$ cat config.mk
export PLATFORM = sky130hd
export DESIGN_NAME = fp16_vmin_unit
export DESIGN_NICKNAME = d
export VERILOG_FILES = /design/src/rtl/fp16min_pkg.sv /design/src/rtl/fp16_class.sv /design/src/rtl/fp16_lane_min.sv /design/src/rtl/fp16_lane_sel.sv /design/src/rtl/fp16_vmin_unit.sv
export SDC_FILE = /design/constraint.sdc
export NUM_CORES = 2
export LEC_CHECK = 0
export ABC_CLOCK_PERIOD_IN_PS = 2500
export BUFFER_PORTS_ARGS = -buffer_cell sky130_fd_sc_hd__buf_2
export CAP_MARGIN = 40
export CORE_AREA = 3 3 510 512
export DETAILED_ROUTE_END_ITERATION = 10
export DIE_AREA = 0 0 513 515
export SLEW_MARGIN = 25
export SYNTH_ARGS = -nofsm -noshare
export SYNTH_HDL_FRONTEND = slang
export SYNTH_SLANG_ARGS = --single-unit
export TNS_END_PERCENT = 5
$ cat constraint.sdc
create_clock -name clk_i -period 2.5 [get_ports clk_i]
set_input_delay 0.125 -clock clk_i [delete_from_list [all_inputs] [get_ports clk_i]]
set_output_delay 0.125 -clock clk_i [all_outputs]
set_load 0.02 [all_outputs]
$ cat src/rtl/fp16min_pkg.sv
package fp16min_pkg;
  localparam int unsigned HALF_W = 16;
  localparam int unsigned EXP_W  = 5;
  localparam int unsigned MAN_W  = 10;

  typedef logic [HALF_W-1:0] half_t;

  typedef struct packed {
    logic is_nan;
    logic is_zero;
    logic is_sub;
  } hclass_t;
endpackage

$ cat src/rtl/fp16_class.sv
module fp16_class
  import fp16min_pkg::*;
(
  input  half_t   val_i,
  output hclass_t cls_o
);
  logic [EXP_W-1:0] exp_f;
  logic [MAN_W-1:0] man_f;

  assign exp_f = val_i[HALF_W-2 -: EXP_W];
  assign man_f = val_i[MAN_W-1:0];

  always_comb begin
    cls_o.is_nan  = (&exp_f) && (|man_f);
    cls_o.is_zero = ~|val_i[HALF_W-2:0];
    cls_o.is_sub  = (~|exp_f) && (|man_f);
  end
endmodule

$ cat src/rtl/fp16_lane_min.sv
module fp16_lane_min
  import fp16min_pkg::*;
(
  input  half_t a_i,
  input  half_t b_i,
  output half_t min_o,
  output logic  nan_o,
  output logic  sub_o
);
  hclass_t ca, cb;
  logic    a_lt_b;
  logic    take_b;
  logic    sa, sb;
  logic [HALF_W-2:0] ma, mb;

  fp16_class u_ca (.val_i(a_i), .cls_o(ca));
  fp16_class u_cb (.val_i(b_i), .cls_o(cb));

  assign sa = a_i[HALF_W-1];
  assign sb = b_i[HALF_W-1];
  assign ma = a_i[HALF_W-2:0];
  assign mb = b_i[HALF_W-2:0];

  // sign-magnitude order; both-zero handled separately
  always_comb begin
    if (sa != sb) a_lt_b = sa;
    else if (sa)  a_lt_b = (ma > mb);
    else          a_lt_b = (ma < mb);
  end

  assign take_b = (ca.is_zero && cb.is_zero) || ca.is_nan || cb.is_nan || !a_lt_b;
  assign min_o  = take_b ? b_i : a_i;
  assign nan_o  = ca.is_nan | cb.is_nan;
  assign sub_o  = ca.is_sub | cb.is_sub;
endmodule

$ cat src/rtl/fp16_lane_sel.sv
module fp16_lane_sel
  import fp16min_pkg::*;
(
  input  logic  active_i,
  input  logic  zero_mode_i,
  input  half_t min_i,
  input  half_t old_i,
  input  logic  nan_i,
  input  logic  sub_i,
  output half_t out_o,
  output logic  nan_o,
  output logic  sub_o
);
  always_comb begin
    if (active_i)         out_o = min_i;
    else if (zero_mode_i) out_o = '0;
    else                  out_o = old_i;
  end

  assign nan_o = active_i & nan_i;
  assign sub_o = active_i & sub_i;
endmodule

$ cat src/rtl/fp16_vmin_unit.sv
module fp16_vmin_unit
  import fp16min_pkg::*;
#(
  parameter int unsigned VEC_W = 256,
  parameter int unsigned MAX_W = 512,
  localparam int unsigned LANES = VEC_W / HALF_W
) (
  input  logic             clk_i,
  input  logic             rst_ni,
  input  logic             valid_i,
  input  logic [VEC_W-1:0] src_a_i,
  input  logic [VEC_W-1:0] src_b_i,
  input  logic [LANES-1:0] mask_i,
  input  logic             no_mask_i,
  input  logic             zero_mode_i,
  input  logic             bcast_i,
  input  logic             flag_sup_i,
  input  logic [VEC_W-1:0] old_dst_i,
  output logic             valid_o,
  output logic [MAX_W-1:0] res_o,
  output logic             invalid_o,
  output logic             denorm_o
);
  logic [VEC_W-1:0] lane_res;
  logic [LANES-1:0] lane_nan, lane_sub;
  logic [VEC_W-1:0] res_q;
  logic             valid_q, inv_q, den_q;

  for (genvar g = 0; g < LANES; g++) begin : g_lane
    half_t b_el, min_v;
    logic  nan_v, sub_v;

    assign b_el = bcast_i ? src_b_i[HALF_W-1:0] : src_b_i[g*HALF_W +: HALF_W];

    fp16_lane_min u_min (
      .a_i   (src_a_i[g*HALF_W +: HALF_W]),
      .b_i   (b_el),
      .min_o (min_v),
      .nan_o (nan_v),
      .sub_o (sub_v)
    );

    fp16_lane_sel u_sel (
      .active_i    (mask_i[g] | no_mask_i),
      .zero_mode_i (zero_mode_i),
      .min_i       (min_v),
      .old_i       (old_dst_i[g*HALF_W +: HALF_W]),
      .nan_i       (nan_v),
      .sub_i       (sub_v),
      .out_o       (lane_res[g*HALF_W +: HALF_W]),
      .nan_o       (lane_nan[g]),
      .sub_o       (lane_sub[g])
    );
  end

  always_ff @(posedge clk_i or negedge rst_ni) begin
    if (!rst_ni) begin
      res_q   <= '0;
      valid_q <= 1'b0;
      inv_q   <= 1'b0;
      den_q   <= 1'b0;
    end else begin
      valid_q <= valid_i;
      if (valid_i) begin
        res_q <= lane_res;
        if (!flag_sup_i) begin
          inv_q <= inv_q | (|lane_nan);
          den_q <= den_q | (|lane_sub);
        end
      end
    end
  end

  if (MAX_W > VEC_W) begin : g_pad
    assign res_o = {{(MAX_W-VEC_W){1'b0}}, res_q};
  end else begin : g_nopad
    assign res_o = res_q;
  end

  assign valid_o   = valid_q;
  assign invalid_o = inv_q;
  assign denorm_o  = den_q;
endmodule

==> impl_metrics.env <==
export IMPL_status="finished with violations"
export IMPL_synth_warnings=0
export IMPL_synth_top_cell_area_share_pct=24.2
export IMPL_area_growth_pct=90.4
export IMPL_synth_compound_area_share_pct=21.2
export IMPL_skew_ns=0
export IMPL_violations="setup timing"
export IMPL_place_area_um2=42500
export IMPL_grt_pass1_wl_mm=351
export IMPL_synthXorXnorAreaFrac_pct=0
export IMPL_reg2reg_to="invalid_o"
export IMPL_synth_flop_cell="dfrtp_1"
export IMPL_grt_max_degree=70
export IMPL_leakage_nw=23.7
export IMPL_pre_cts_ws_ns=-1.19
export IMPL_grt_pass1_vias=35900
export IMPL_yosysSeqAreaShare_pct=24.2
export IMPL_critPathLaunch="bcast_i"
export IMPL_clock_sinks=259
export IMPL_drive_gt1_share_pct=42.5
export IMPL_design_area_um2=51000
export IMPL_synth_top_family_by_area="compound AO/OA/AOI/OAI gates"
export IMPL_dp_hpwl_mm=241
export IMPL_synthMuxAreaShare_pct=11.0
export IMPL_rsz0062_at_grt="true"
export IMPL_final_nets=6719
export IMPL_synth_distinct_cells=76
export IMPL_ioPinCount=1306
export IMPL_avgSynthCellArea_um2=8.04
export IMPL_die_area_um2=264000
export IMPL_synthTopCellsByArea="dfrtp_1 24%, ha_1 11%, a21oi_1 9.5%"
export IMPL_track_usage_pct=20.0
export IMPL_setup_viol=189
export IMPL_rows=186
export IMPL_r2r_start="invalid_o"
export IMPL_synth_most_common_cell="a21oi_1"
export IMPL_netlist_area_um2=26800
export IMPL_routed_via_density=3.98
export IMPL_worstPathArrival_ns=3.36
export IMPL_synthAdderAreaFrac_pct=11.2
export IMPL_wire_per_inst_um=30.2
export IMPL_finalWirelength_mm=278
export IMPL_cp_start_kind="input pin"
export IMPL_maxSlewHeadroom_pct=39.0
export IMPL_critPathCapture="res_q[178]"
export IMPL_coreArea_um2=256000
export IMPL_synth_top_cell_by_area="dfrtp_1"
export IMPL_synth_seq_cells=259
export IMPL_cts_buffers_inserted=39
export IMPL_synthCells=3331
export IMPL_cp_end_kind="flop"
export IMPL_drt_iter0_markers=2655
export IMPL_worstMarginPinSlew_ns=0.913
export IMPL_cap_violations=0
export IMPL_reg2reg_depth=6
export IMPL_vdd_drop_max_mv=0.421
export IMPL_floorplan_die_width_um=513
export IMPL_async_reset_ff_share_pct=100
export IMPL_worstPathRequired_ns=3.05
export IMPL_synth_common_cells="511 x a21oi_1, 280 x o21ai_0, 263 x buf_4"
export IMPL_critPathMaxFanout=8
export IMPL_numPortBuffers=1049
export IMPL_gp_congestion=0.957
export IMPL_clock_latency_ns=0.64
export IMPL_timing_fmax_ghz=0.355
export IMPL_fin_ws_ns=-0.313
export IMPL_drc=0
export IMPL_vias=36700
export IMPL_final_max_slew_violation_count=0
export IMPL_power_density_nw_per_um2=441
export IMPL_cts_max_level=2
export IMPL_synth_edf_count=0
export IMPL_post_route_period_util_pct=113
export IMPL_start_util_pct=10.5
export IMPL_die_h_um=515
export IMPL_reg2reg_slack_ns=0.56
export IMPL_detail_route_first_pass_iterations=7
export IMPL_gr_total_overflow=0
export IMPL_crit_type="in -> reg"
export IMPL_period_needed_ns=2.81
export IMPL_drtAntennaViolNets=0
export IMPL_synth_simple_area_share_pct=19.3
export IMPL_cts_tree="built"
export IMPL_cts_buffer_depth=3
export IMPL_cts_clk_slew_worst_paths_ns=0.06
export IMPL_antenna_found_initial=293
export IMPL_hold_class="in -> reg"
export IMPL_holdPathStages=4
export IMPL_clockRootBuffer="clkbuf_16"
export IMPL_final_setup_tns_ns=-21.06
export IMPL_hold_viol=0
## cells in the final DEF (no fill, tap or decap), types with 29 or more instances in the layout
master / Yosys / layout
mux2i_1: 113 / 88
clkbuf_16: 0 / 46
nand3_1: 39 / 39
buf_4: 263 / 781
diode_2: 0 / 112
nor4_1: 66 / 52
dlygate4sd3_1: 0 / 491
inv_1: 230 / 229
or4_1: 34 / 34
nand2_1: 96 / 92
and2_1: 31 / 29
dfrtp_1: 259 / 259
o21ai_0: 280 / 191
a21oi_2: 1 / 51
buf_12: 1 / 87
nor2_1: 150 / 137
a21oi_1: 511 / 451
conb_1: 1 / 256
nand4_1: 68 / 68
nor3_1: 94 / 84
o21ai_1: 15 / 83
ha_1: 240 / 230
buf_2: 17 / 1047
mux2_2: 158 / 134
buf_6: 15 / 30
nor2b_1: 261 / 261
## timing repair
item	in CTS	in global routing
pin swaps	24	26
hold endpoints to repair	322	1
hold buffers	492	1
resized for setup	160	196
endpoints found under the setup margin	228	245
cloned	8	4
setup buffers	35	10
## flip-flops by register name, indices dropped and copies added (netlist names)
signal     flops
valid_o        1
res_q        256
denorm_o       1
invalid_o      1
## worst min path at each step
stage                      start          to  slack, ns
global route        src_b_i[200]  res_q[200]       0.03
finish              src_a_i[206]  res_q[206]       0.02
detailed placement        rst_ni  res_q[225]       0.21
global placement          rst_ni  res_q[225]       0.22
CTS                  src_a_i[20]   res_q[20]     0.0005
floorplan                 rst_ni    denorm_o      -0.17
## power by group
part | internal (mW) | total (mW) | switching, mW
logic | 5.01 | 11.5 | 6.44
clock network | 3.17 | 5.75 | 2.58
registers | 4.85 | 5.29 | 0.439
## worst max-delay path, stage by stage
cell and delay, ns:
clkbuf_16 0.16, inv_16 0.12, buf_16 0.18, buf_16 0.16, buf_4 0.17, a21oi_4 0.07
ha_1 0.28, nand4_1 0.13, a21oi_1 0.05, or3_1 0.38, a221oi_2 0.31, buf_4 0.16
buf_4 0.10, o221ai_4 0.13, buf_12 0.18, buf_12 0.13, mux2_4 0.32, o21ai_1 0.13
## metrics by stage
step / power (mW) / hold slack (ns) / instances / utilization [%]
global route: 23.7 / 0.0287 / 9164 / 19.9
finish: 22.5 / 0.0243 / 9209 / 19.9
floorplan: 10.1 / -0.171 / 3586 / -
detailed placement: 15.4 / 0.214 / 8485 / 16.6
global placement: 15.4 / 0.218 / 8476 / 16.6
CTS: 22.5 / 0.000538 / 9082 / 19.4
## area by class of cell
cell class                      instances  area (um2)
Tap cell                             3384        4230
Clock inverter                         14         111
Antenna cell                          112         280
Inverter                              231         883
Sequential cell                       259        6480
Timing Repair inverter                  1        8.76
Multi-Input combinational cell       2695       19200
Timing Repair Buffer                 2461       18700
Fill cell                           28600      205000
Clock buffer                           52        1130
## per-layer routing
| metal | vias up | global-route usage [%] | wire length (um) |
|---|---|---|---|
| met4 | 150 | 8.37 | 14100 |
| met1 | 17500 | 23.6 | 111000 |
| li1 | 16400 | - | - |
| met2 | 1984 | 33.9 | 130000 |
| met3 | 638 | 5.53 | 21600 |
| met5 | - | 0 | 905 |
## logic make-up after synthesis
family                   Yosys count
AO/OA/AOI/OAI                   1003
AND/OR/NAND/NOR                  922
buffers and inverters            633
multiplexers                     273
flip-flops                       259
adder cells (fa/ha/maj)          240
other                              1
Power figures use the tool's default switching activity.
